File: src/rtl/dqm_pkg.sv
package dqm_pkg;

  typedef enum logic {
    SRC_A = 1'b0,
    SRC_B = 1'b1
  } src_e;

  // choose the queue to serve: preference only matters when both hold data
  function automatic src_e pick_src(input logic a_ne, input logic b_ne, input src_e pref);
    if (a_ne && b_ne) return pref;
    return a_ne ? SRC_A : SRC_B;
  endfunction

  function automatic src_e other_src(input src_e s);
    return (s == SRC_A) ? SRC_B : SRC_A;
  endfunction

endpackage

File: src/rtl/dqm_ring.sv
module dqm_ring #(
  parameter int WIDTH = 8,
  parameter int DEPTH = 4
) (
  input  logic             clk,
  input  logic             rst,
  input  logic             push,
  input  logic [WIDTH-1:0] din,
  input  logic             pop,
  output logic [WIDTH-1:0] head,
  output logic             full,
  output logic             empty
);
  localparam int AW = (DEPTH > 1) ? $clog2(DEPTH) : 1;

  logic [AW:0]      wr_ptr, rd_ptr;
  logic [WIDTH-1:0] store [DEPTH];

  // pointers carry one wrap bit above the index
  function automatic logic ptr_full(input logic [AW:0] w, input logic [AW:0] r);
    return (w[AW] != r[AW]) && (w[AW-1:0] == r[AW-1:0]);
  endfunction

  function automatic logic ptr_empty(input logic [AW:0] w, input logic [AW:0] r);
    return w == r;
  endfunction

  assign full  = ptr_full(wr_ptr, rd_ptr);
  assign empty = ptr_empty(wr_ptr, rd_ptr);
  assign head  = store[rd_ptr[AW-1:0]];

  always_ff @(posedge clk) begin
    if (rst) begin
      wr_ptr <= '0;
      rd_ptr <= '0;
    end else begin
      if (push) wr_ptr <= wr_ptr + 1'b1;
      if (pop)  rd_ptr <= rd_ptr + 1'b1;
    end
  end

  always_ff @(posedge clk) begin
    if (push) store[wr_ptr[AW-1:0]] <= din;
  end


  push_full_chk: assert property (@(posedge clk) disable iff (rst) push |-> !full)
    else $error("push into full queue");


  pop_empty_chk: assert property (@(posedge clk) disable iff (rst) pop |-> !empty)
    else $error("pop from empty queue");

endmodule

File: src/rtl/dqm_arbiter.sv
module dqm_arbiter
  import dqm_pkg::*;
(
  input  logic clk,
  input  logic rst,
  input  logic a_valid,
  input  logic b_valid,
  input  logic a_full,
  input  logic b_full,
  input  logic a_empty,
  input  logic b_empty,
  input  logic m_ready,
  output logic a_ready,
  output logic b_ready,
  output logic push_a,
  output logic push_b,
  output logic pop_a,
  output logic pop_b,
  output logic m_valid,
  output src_e sel
);
  src_e turn;   // which side wins an enqueue tie
  src_e pref;   // which queue is preferred at the output
  logic deq;

  assign m_valid = !a_empty || !b_empty;
  assign sel     = pick_src(!a_empty, !b_empty, pref);
  assign deq     = m_valid && m_ready;
  assign pop_a   = deq && (sel == SRC_A);
  assign pop_b   = deq && (sel == SRC_B);

  // a dequeue takes the single action slot of the cycle
  assign a_ready = !a_full && !deq && (!b_valid || b_full || turn == SRC_A);
  assign b_ready = !b_full && !deq && (!a_valid || a_full || turn == SRC_B);
  assign push_a  = a_valid && a_ready;
  assign push_b  = b_valid && b_ready;

  always_ff @(posedge clk) begin
    if (rst) begin
      turn <= SRC_A;
      pref <= SRC_A;
    end else begin
      if (push_a)      turn <= SRC_B;
      else if (push_b) turn <= SRC_A;
      if (deq)          pref <= other_src(sel);
      else if (m_valid) pref <= sel;   // lock the presented queue during a stall
    end
  end


  one_action_chk: assert property (@(posedge clk) disable iff (rst)
    $countones({push_a, push_b, pop_a, pop_b}) <= 1)
    else $error("more than one action in a cycle");


  tie_single_chk: assert property (@(posedge clk) disable iff (rst)
    (a_valid && b_valid && !a_full && !b_full && !m_valid) |-> (push_a != push_b))
    else $error("enqueue tie not resolved to one side");


  rr_after_a_chk: assert property (@(posedge clk) disable iff (rst)
    (pop_a && !b_empty) |=> (sel == SRC_B))
    else $error("queue B not served after A");


  rr_after_b_chk: assert property (@(posedge clk) disable iff (rst)
    (pop_b && !a_empty) |=> (sel == SRC_A))
    else $error("queue A not served after B");


  stall_sel_chk: assert property (@(posedge clk) disable iff (rst)
    (m_valid && !m_ready) |=> (m_valid && sel == $past(sel)))
    else $error("output choice moved during stall");


  valid_head_chk: assert property (@(posedge clk) disable iff (rst)
    m_valid |-> ((sel == SRC_A) ? !a_empty : !b_empty))
    else $error("served queue is empty");

endmodule

File: src/rtl/dual_queue_merge.sv
module dual_queue_merge
  import dqm_pkg::*;
#(
  parameter int WIDTH = 8,
  parameter int DEPTH = 4
) (
  input  logic             clk,
  input  logic             rst,
  input  logic             a_valid,
  input  logic [WIDTH-1:0] a_data,
  output logic             a_ready,
  input  logic             b_valid,
  input  logic [WIDTH-1:0] b_data,
  output logic             b_ready,
  output logic             m_valid,
  output logic [WIDTH-1:0] m_data,
  input  logic             m_ready
);
  localparam int NSRC = 2;

  logic [NSRC-1:0] q_push, q_pop, q_full, q_empty;
  logic [WIDTH-1:0] q_din  [NSRC];
  logic [WIDTH-1:0] q_head [NSRC];
  src_e            sel;

  assign q_din[0] = a_data;
  assign q_din[1] = b_data;

  for (genvar i = 0; i < NSRC; i++) begin : g_queue
    dqm_ring #(.WIDTH(WIDTH), .DEPTH(DEPTH)) ring_i (
      .clk  (clk),
      .rst  (rst),
      .push (q_push[i]),
      .din  (q_din[i]),
      .pop  (q_pop[i]),
      .head (q_head[i]),
      .full (q_full[i]),
      .empty(q_empty[i])
    );
  end

  dqm_arbiter arb_i (
    .clk    (clk),
    .rst    (rst),
    .a_valid(a_valid),
    .b_valid(b_valid),
    .a_full (q_full[0]),
    .b_full (q_full[1]),
    .a_empty(q_empty[0]),
    .b_empty(q_empty[1]),
    .m_ready(m_ready),
    .a_ready(a_ready),
    .b_ready(b_ready),
    .push_a (q_push[0]),
    .push_b (q_push[1]),
    .pop_a  (q_pop[0]),
    .pop_b  (q_pop[1]),
    .m_valid(m_valid),
    .sel    (sel)
  );

  assign m_data = (sel == SRC_B) ? q_head[1] : q_head[0];


  stall_data_chk: assert property (@(posedge clk) disable iff (rst)
    (m_valid && !m_ready) |=> (m_valid && $stable(m_data)))
    else $error("output data changed during stall");


  reset_empty_chk: assert property (@(posedge clk) rst |=> !m_valid)
    else $error("output valid right after reset");

endmodule

File: config.mk
export PLATFORM = sky130hd
export DESIGN_NAME = dual_queue_merge
export DESIGN_NICKNAME = d
export VERILOG_FILES = /design/src/rtl/dqm_pkg.sv /design/src/rtl/dqm_ring.sv /design/src/rtl/dqm_arbiter.sv /design/src/rtl/dual_queue_merge.sv
export SDC_FILE = /design/constraint.sdc
export NUM_CORES = 1
export LEC_CHECK = 0
export BUFFER_PORTS_ARGS = -buffer_cell sky130_fd_sc_hd__buf_2
export CELL_PAD_IN_SITES_DETAIL_PLACEMENT = 2
export CELL_PAD_IN_SITES_GLOBAL_PLACEMENT = 2
export CORE_MARGIN = 4
export CORE_UTILIZATION = 43
export DETAILED_ROUTE_END_ITERATION = 7
export GPL_ROUTABILITY_DRIVEN = 0
export PLACE_DENSITY_LB_ADDON = 0.1
export SLEW_MARGIN = 20
export SYNTH_ARGS = -nofsm -noshare
export SYNTH_HDL_FRONTEND = slang
export SYNTH_SLANG_ARGS = --single-unit
File: constraint.sdc
create_clock -name clk -period 2.4 [get_ports clk]
set_input_delay 0.48 -clock clk [delete_from_list [all_inputs] [get_ports clk]]
set_output_delay 0.48 -clock clk [all_outputs]
set_load 0.005 [all_outputs]
==> key figures, run 1 <==
Worst setup path
  – Worst path depth: 6
  – Crit path DAT: 1870 ps
  – Critical Path Source Type: flop
  – Buf/Inv on CP: 1
  – Reg2Reg Depth: 5
  – CP cell instances: xnor2_2 -> and2_4 -> nand2_4 -> a21o_4 -> mux2_4 -> buf_2
  – Worst Path Required: 1920 ps
  – CP delay by family, top: flip-flops
  – Critical path fanouts, max: 5
  – Reg-to-reg slack, setup: 180 ps
  – Nature of the critical path endpoint: primary output
  – R2R Path Start: g_queue[1].ring_i.rd_ptr[2]
  – Critical Path Sink: m_data[4]
  – Worst flop-to-flop path endpoint: g_queue[0].ring_i.store[0][4]
  – Crit. Startpoint: g_queue[1].ring_i.wr_ptr[0]
  – CP max-delay cell: dfxtp_4
  – Critical path's largest stage delay: 360 ps
  – Crit Path Class: reg -> out

Clock tree
  – CTS tree: yes
  – Clk_lat worst skew: 360 ps
  – Clock sinks: 82
  – Worst-path clk slew: 80 ps
  – H-tree levels: 3
  – CTS max path bufs: 2
  – Clk root buf: clkbuf_8
  – CTS Buf Count: 9

Route
  – WL final: 8.434 mm
  – First-pass detailed-route iteration total: 4
  – ANT nets after route: 0
  – DRC errors left: 0
  – Per-cell routed wire length: 23.17 um
  – Via density: 5.390
  – Via count: 1962
  – DR iter-0 viols: 98

Global routing
  – First-pass GRT wire length: 12.95 mm
  – Largest net degree at the start of global routing: 21
  – Overflow after GRT: 0
  – Vias in the first global route: 2182
  – Antenna violations before repair: 0
  – Global Route Usage Sum: 0.1837

STA
  – Clock skew: 9.187 ps
  – Final setup fails: 0
  – Final hold vios: 0
  – Final setup margin: 48.58 ps
  – WHS: 344.6 ps
  – Final worst-path cycle share: 0.9798
  – Minimum clock period after layout: 2351 ps
  – Headroom to the max-slew limit: 0.6307
  – Fin. max-slew vios: 0
  – Fmax: 425.3 MHz
  – Worst-Margin Slew: 553.9 ps

Finish
  – Final nets: 290
  – Layout cells sized above 1: 0.4160
  – Area Growth Syn to Fin: 19.10%
  – Fillers: 741
  – Finished Layout Cells: 364
  – Design Area, Final: 4104 um^2
  – N_diodes: 0

Synth
  – Syn Nets: 240
  – Mapped Cells: 207
  – Top_reg_cell synth: edfxtp_1
  – Largest area contributor in the netlist: edfxtp_1
  – Top-count cell post-synth: edfxtp_1
  – Top-area cell type share of the netlist area: 0.5577
  – Post-Synth Simple-Gate Area: 0.07625
  – XOR/XNOR Fraction of Synth Area: 0.02796
  – Yosys reg bits: 82
  – Synth Area in Adders: 0.04357
  – Post-synth EDFFs: 64
  – Sequential-to-total area share from yosys stat: 0.6623
  – Mapped Area: 3446 um^2
  – Synth area leaders: edfxtp_1 56%, dfxtp_1 10%, mux4_2 10%, ha_1 4.4%, mux2_2 2.9%
  – Synth warn: 0
  – Proportion of synthesized area in mux cells: 0.1500
  – Post-synth top cells: 64 x edfxtp_1, 18 x dfxtp_1, 16 x mux4_2, 15 x nor2_1, 12 x ha_1
  – Async set-reset flop share out of synthesis: 0
  – Yosys cell types: 36
  – Compound-gate portion of the synthesized area: 0.02142
  – Syn Area/Cell: 16.65 um^2
  – Largest family of logic cells by synthesized area: multiplexers

Job
  – Maxcap violations: 0

Pwr
  – Pwr/cell area: 1141 nW/um^2
  – VDD IR-drop max: 546.3 uV
  – P_leak: 0.001462 uW
  – Total power: 4681 uW

Floorplan
  – Ports: 32
  – Row count: 32
  – Die area: 9510 um^2
  – Chip width: 97.52 um
  – Die Ht: 97.52 um
  – Core area: 7767 um^2
  – Initial Utilization: 0.4436

Status
  – Outcome: finished clean

Worst hold path
  – Hold Path Class: in -> reg

Placed design
  – Placed cell area: 3721 um^2
  – Final HPWL DP: 5.717 mm
  – I/O Buffers: 31
  – # placed instances: 337
  – Dpl ws: 115.8 ps
cell type report:
cell class | instances | area [um^2] | share of cell area
clock buffer | 11 | 131.4 | 0.03201
clock inverter | 5 | 78.83 | 0.01921
inverter | 5 | 18.77 | 0.004573
multi-input combinational | 113 | 1172 | 0.2857
sequential | 82 | 2300 | 0.5604
tap | 102 | 127.6 | 0.03110
timing repair buffer | 46 | 275.3 | 0.06707
layer usage:
layer,part of all wire,track usage,wire [um]
met1,0.41,0.2346,3470
met2,0.54,0.3084,4514
met3,0.033,0.03159,280
met4,0.020,0.07774,170
met5,0,0,0
state kept, by name, indices dropped and copies added, names as in the netlist, named ones only:
signal,flops
g_queue.ring_i.store,64
g_queue.ring_i.rd_ptr,6
g_queue.ring_i.wr_ptr,6
arb_i.pref,1
arb_i.turn,1
cell families (layout without fill, tap and decap cells):
| group | count (synthesis) | after routing |
|---|---|---|
| flip-flops | 82 | 82 |
| AND/OR/NAND/NOR | 48 | 48 |
| AO/OA/AOI/OAI | 11 | 12 |
| buffers and inverters | 13 | 67 |
| adder cells (fa/ha/maj) | 12 | 12 |
| XOR/XNOR | 11 | 11 |
| multiplexers | 30 | 30 |
through the flow:
| step | TNS [ps] | utilization |
|---|---|---|
| 6_report | 0 | 0.5284 |
| 3_3_place_gp | 0 | 0.4791 |
| 4_1_cts | 0 | 0.5158 |
| 3_5_place_dp | 0 | 0.4791 |
| 2_1_floorplan | 0 | - |
| 5_1_grt | -37.46 | 0.5284 |
worst min path at each step:
stage	end	slack [ps]	cells after the start	from
after floorplan	arb_i.pref	460	2	arb_i.pref
after global placement	arb_i.pref	480	2	arb_i.pref
after global routing	g_queue[1].ring_i.store[2][0]	330	1	b_data[0]
after CTS	g_queue[1].ring_i.store[2][4]	330	1	b_data[4]
final	g_queue[1].ring_i.store[1][4]	340	1	b_data[4]
after detailed placement	arb_i.turn	510	2	arb_i.turn
where the power goes:
group          internal, uW  leakage [uW]  total, uW  switching (uW)
Clock                   583     0.0000972       1080             496
Sequential             1750      0.000734       1880             133
Combinational           895      0.000631       1720             826
layout by cell type (no fill, tap or decap), types with 7 or more instances in the layout:
master / Yosys / layout
buf_4: 0 / 13
dfxtp_1: 18 / 8
nor2_1: 15 / 15
and2_1: 7 / 7
mux2_2: 9 / 8
mux4_2: 16 / 16
ha_1: 12 / 12
dfxtp_2: 0 / 8
clkbuf_8: 0 / 9
buf_2: 0 / 31
edfxtp_1: 64 / 64
what timing repair did:
| item | in CTS | in global routing |
|---|---|---|
| hold buffers | 0 | 0 |
| cloned | 0 | 1 |
| pin swaps | 2 | 5 |
| gates resized for setup | 15 | 10 |
| buffers inserted | 2 | 8 |
| endpoints found under the setup margin | 8 | 8 |
(Power assumes the default switching activity.)
==> run 2: changes to the inputs <==
CORE_ASPECT_RATIO = 0.7   (was unset)
PLACE_DENSITY = 0.81   (was unset)
PLACE_DENSITY_LB_ADDON = unset   (was 0.1)
==> run 2 against run 1 <==
The run now ends with setup timing left. Global-route usage increased by 1.4 points. First-iteration DRC count up 130%. Die area is 0.24% higher. Clock-buffer cell count is 2 lower. Critical path depth down 1. Highest routed layer unchanged. Worst setup slack worse by 100 ps. Critical endpoint is now m_data[7]. Cell area increased by 2.3%. Sequential cell count is the same. Non-clock buffer count shrank 2. Core utilization is 0.71 points higher. Worst hold slack better by 32 ps. Critical path type unchanged.
==> key figures, run 2 (same netlist as run 1, synthesis figures left out) <==
Status
  – Outcome: complete, but fails checks
  – Failing checks: setup timing

Pwr
  – Combinational share of power: 0.337
  – VDD IR-drop max: 537.9 uV
  – Reg power frac: 0.380
  – Clock share of power: 0.283
  – Switching share of power: 0.3178
  – Pwr/cell area: 1186 nW/um^2
  – Internal power: 3394 uW
  – Switch Pwr: 1581 uW
  – Total power: 4976 uW
  – P_leak: 0.001501 uW

Finish
  – Commonest non-fill, non-tap cell in the layout: edfxtp_1
  – Final nets: 288
  – Area Growth Syn to Fin: 21.79%
  – Most frequent cells in the layout: 64 x edfxtp_1, 31 x buf_2, 16 x mux4_2
  – Max reg flops: 64
  – Post-Route Utilization: 0.5354
  – Layout cells sized above 1: 0.4038
  – N_diodes: 0

Global routing
  – Vias in the first global route: 2090
  – Antenna violations before repair: 0
  – Overflow after GRT: 0
  – Global Route Usage Sum: 0.1978
  – First-pass GRT wire length: 13.61 mm
  – Largest net degree at the start of global routing: 21

Route
  – Highest routed metal layer: met4
  – Met3 routed WL: 488 um
  – DR iter-0 viols: 230
  – WL final: 9.540 mm
  – ANT nets after route: 0
  – Via density: 5.659
  – DRC errors left: 0
  – Per-cell routed wire length: 26.43 um
  – Via count: 2043
  – DRT met1 WL: 4.323 mm
  – Metal2 WL: 4.610 mm
  – First-pass detailed-route iteration total: 4

STA
  – Final setup fails: 9
  – Fin. max-slew vios: 0
  – Final worst-path cycle share: 1.022
  – Final hold vios: 0
  – TNS Setup: -391.2 ps
  – Minimum clock period after layout: 2454 ps
  – Headroom to the max-slew limit: 0.6190
  – Final setup margin: -53.94 ps
  – Clock skew: 12.30 ps
  – Fmax: 407.5 MHz
  – Worst-Margin Slew: 571.5 ps

Floorplan
  – Chip width: 115.0 um
  – Initial Utilization: 0.4397
  – Die area: 9533 um^2
  – Ports: 32
  – Die Ht: 82.90 um
  – Core area: 7838 um^2
  – Row count: 27

Clock tree
  – CTS tree: yes
  – Clk_lat worst skew: 340 ps
  – Clock sinks: 82
  – CTS max path bufs: 2
  – Worst-path clk slew: 70 ps
  – Clk root buf: clkbuf_16
  – H-tree levels: 3
  – CTS Buf Count: 9

Placed design
  – Final HPWL DP: 6.237 mm
  – I/O Buffers: 31

Worst setup path
  – Crit path DAT: 1970 ps
  – CP max-delay cell: dfxtp_1
  – Nature of the critical path endpoint: primary output
  – Critical path fanouts, max: 5
  – Critical Path Source Type: flop
  – Worst Path Required: 1920 ps
  – Crit Path Class: reg -> out
  – CP cell instances: xnor2_1 -> and3_4 -> a21o_4 -> mux2_2 -> buf_2
  – Critical path's largest stage delay: 360 ps

Job
  – Maxcap violations: 0

Worst hold path
  – Hold Path Class: in -> reg
[run 2: cell count changes in the layout (fill, tap and decap cells not counted), sizes merged]
cell      previous run  this run
clkbuf              11         9
clkinv               1         2
buf                 46        44
inv                  5         8
clkinvlp             2         1
bufinv               2         1
[run 2: what timing repair did]
item / CTS / global route
buffers inserted: 1 / 2
pin swaps: 2 / 4
cloned: 0 / 1
resized for setup: 9 / 12
hold buffers: 0 / 0
endpoints found under the setup margin: 9 / 9
[run 2: worst max-delay path, delay by kind of cell, from the launching register on]
family / cells / cell delay (ps)
XOR/XNOR: 1 / 330
flip-flops: 1 / 360
AO/OA/AOI/OAI: 1 / 150
multiplexers: 1 / 350
buffers and inverters: 1 / 140
AND/OR/NAND/NOR: 1 / 310
[run 2: metrics by stage]
| stage | hold slack (ps) | setup WS (ps) | instance area [um^2] | instances |
|---|---|---|---|---|
| finish | 376.5 | -53.94 | 4197 | 361 |
| CTS | 367.0 | 9.626 | 4126 | 358 |
| floorplan | 461.2 | 256.2 | 3446 | 207 |
| global placement | 480.0 | 228.4 | 3770 | 341 |
| global route | 362.3 | -113.7 | 4197 | 361 |
| detailed placement | 493.5 | 84.21 | 3770 | 341 |
[run 2: path summary, 6_finish.rpt]
check	from	to	slack, ps	cells after the start
max	g_queue[0].ring_i.rd_ptr[2]	m_data[7]	-50	5
min	a_data[0]	g_queue[0].ring_i.store[0][0]	380	1
max reg2reg	g_queue[0].ring_i.rd_ptr[2]	g_queue[0].ring_i.store[0][1]	100	5
min reg2reg	arb_i.turn	arb_i.turn	500	2
[run 2: cell type report]
cell class / count / area [um^2]
Clock buffer: 9 / 225.2
Clock inverter: 7 / 76.32
Fill cell: 683 / 3641
Inverter: 5 / 18.77
Multi-Input combinational cell: 113 / 1185
Sequential cell: 82 / 2296
Tap cell: 101 / 126.4
Timing Repair Buffer: 44 / 269.0
[run 2: power by group through the flow]
stage | sequential [uW] | clock [uW] | combinational [uW]
global placement | 1850 | 0 | 1380
finish | 1890 | 1410 | 1680
global route | 1910 | 1510 | 1810
floorplan | 1820 | 0 | 991
CTS | 1870 | 1430 | 1560
detailed placement | 1880 | 0 | 1460
[run 2: routing by layer]
layer	vias to the layer above	global-route usage
li1	883	-
met1	1075	0.2834
met2	75	0.3030
met3	10	0.04516
met4	0	0.05437
met5	-	0
==> run 3: changes to the inputs <==
RECOVER_POWER = 50   (was unset)
==> run 3 against run 2 <==
The flow still finishes with violations (setup timing). Core utilization is 0.26 points lower. Total power is 0.10% lower. Combinational power hardly changed. Worst hold slack better by 59 ps. Fmax is 0.58% higher. Clock skew is 0.63 ps lower. Clock power hardly changed. Sequential cell count stayed put. Final cell count stayed put. First-iteration DRC count is 0.87% higher. Wire length is 0.52% lower. Critical path type unchanged. Largest cell class unchanged. Largest power group unchanged.
==> key figures, run 3 (same netlist as run 1, synthesis figures left out) <==
Status
  – Outcome: complete, but fails checks
  – Failing checks: setup timing

Clock tree
  – Clk root buf: clkbuf_16
  – CTS max path bufs: 2
  – CTS tree: yes
  – H-tree levels: 3
  – CTS Buf Count: 9
  – Clk_lat worst skew: 340 ps
  – Worst-path clk slew: 70 ps
  – Clock sinks: 82

Finish
  – Area Growth Syn to Fin: 21.21%
  – Most frequent cells in the layout: 64 x edfxtp_1, 16 x mux4_2, 16 x clkbuf_1
  – Fillers: 691
  – Final nets: 288
  – Layout cells sized above 1: 0.3423
  – Max reg flops: 64
  – N_diodes: 0
  – Design Area, Final: 4177 um^2
  – Commonest non-fill, non-tap cell in the layout: edfxtp_1

Pwr
  – Total power: 4970 uW
  – P_leak: 0.001457 uW
  – VDD IR-drop max: 537.4 uV
  – Pwr/cell area: 1190 nW/um^2

Worst setup path
  – CP max-delay cell: dfxtp_1
  – Buf/Inv on CP: 1
  – Critical path's largest stage delay: 360 ps
  – Crit Path Class: reg -> out
  – Critical Path Source Type: flop
  – CP delay by family, top: flip-flops
  – Critical path fanouts, max: 5
  – Worst Path Required: 1920 ps
  – CP cell instances: xnor2_1 -> and3_4 -> a21o_4 -> mux2_2 -> buf_2
  – Crit path DAT: 1960 ps
  – Nature of the critical path endpoint: primary output

STA
  – Worst-Margin Slew: 566.8 ps
  – Minimum clock period after layout: 2440 ps
  – Fmax: 409.9 MHz
  – Final setup margin: -39.75 ps
  – Final setup fails: 9
  – Clock skew: 11.67 ps
  – Final hold vios: 0
  – Final worst-path cycle share: 1.017
  – TNS Setup: -237.2 ps
  – Fin. max-slew vios: 0
  – Headroom to the max-slew limit: 0.6221

Route
  – ANT nets after route: 0
  – DRC errors left: 0
  – Via count: 2026
  – Per-cell routed wire length: 26.29 um
  – Via density: 5.612
  – WL final: 9.490 mm
  – First-pass detailed-route iteration total: 4
  – DR iter-0 viols: 232

Placed design
  – Final HPWL DP: 6.237 mm
  – Placed cell area: 3770 um^2
  – Dpl ws: 84.21 ps
  – I/O Buffers: 31

Global routing
  – Largest net degree at the start of global routing: 21
  – Overflow after GRT: 0
  – Global Route Usage Sum: 0.1978
  – Vias in the first global route: 2090
  – Antenna violations before repair: 0
  – First-pass GRT wire length: 13.61 mm

Floorplan
  – Initial Utilization: 0.4397
  – Chip width: 115.0 um
  – Die area: 9533 um^2
  – Ports: 32
  – Die Ht: 82.90 um
  – Core area: 7838 um^2
  – Row count: 27

Worst hold path
  – Hold Path Class: in -> reg

Job
  – Maxcap violations: 0
## run 3: timing repair
action,in CTS,in global routing
gates cloned,0,1
endpoints found under the hold margin,0,0
resized for setup,9,12
hold buffers,0,0
setup buffers,1,2
endpoints found under the setup margin,9,9
pin swaps,2,4
## run 3: report_power, final
group | total, uW | switching, uW | leakage [uW] | internal (uW)
combinational | 1670 | 842 | 0.000580 | 830
clock | 1410 | 592 | 0.000144 | 816
sequential | 1890 | 146 | 0.000733 | 1740
## run 3: metal layers
metal,track usage,vias to the layer above,share of wire
met5,0,-,0
met4,0.05437,0,0.012
met3,0.04516,10,0.077
met2,0.3030,85,0.48
met1,0.2834,1050,0.43
li1,-,881,-
## run 3: area by class of cell
cell class	count	area, um^2	area share
clock buffers	9	225.2	0.05392
clock inverters	7	76.32	0.01827
inverters	5	18.77	0.004494
multi-input cells	113	1185	0.2837
flip-flops and latches	82	2296	0.5497
well taps	101	126.4	0.03026
repair buffers	44	249.0	0.05962
## run 3: worst paths after layout
kind              cells past startpoint                         from                       endpoint  slack (ps)
setup / recovery                      5  g_queue[0].ring_i.rd_ptr[2]                      m_data[7]         -40
hold / removal                        1                    a_data[1]  g_queue[0].ring_i.store[3][1]         440
setup reg to reg                      5  g_queue[0].ring_i.rd_ptr[2]  g_queue[0].ring_i.store[0][1]         110
hold reg to reg                       2                   arb_i.turn                     arb_i.turn         500
## run 3: through the flow
stage / hold WS (ps) / util / cells
final: 435.8 / 0.5329 / 361
after global routing: 436.5 / 0.5329 / 361
after CTS: 367.0 / 0.5265 / 358
after detailed placement: 493.5 / 0.4810 / 341
after global placement: 480.0 / 0.4810 / 341
after floorplan: 461.2 / - / 207
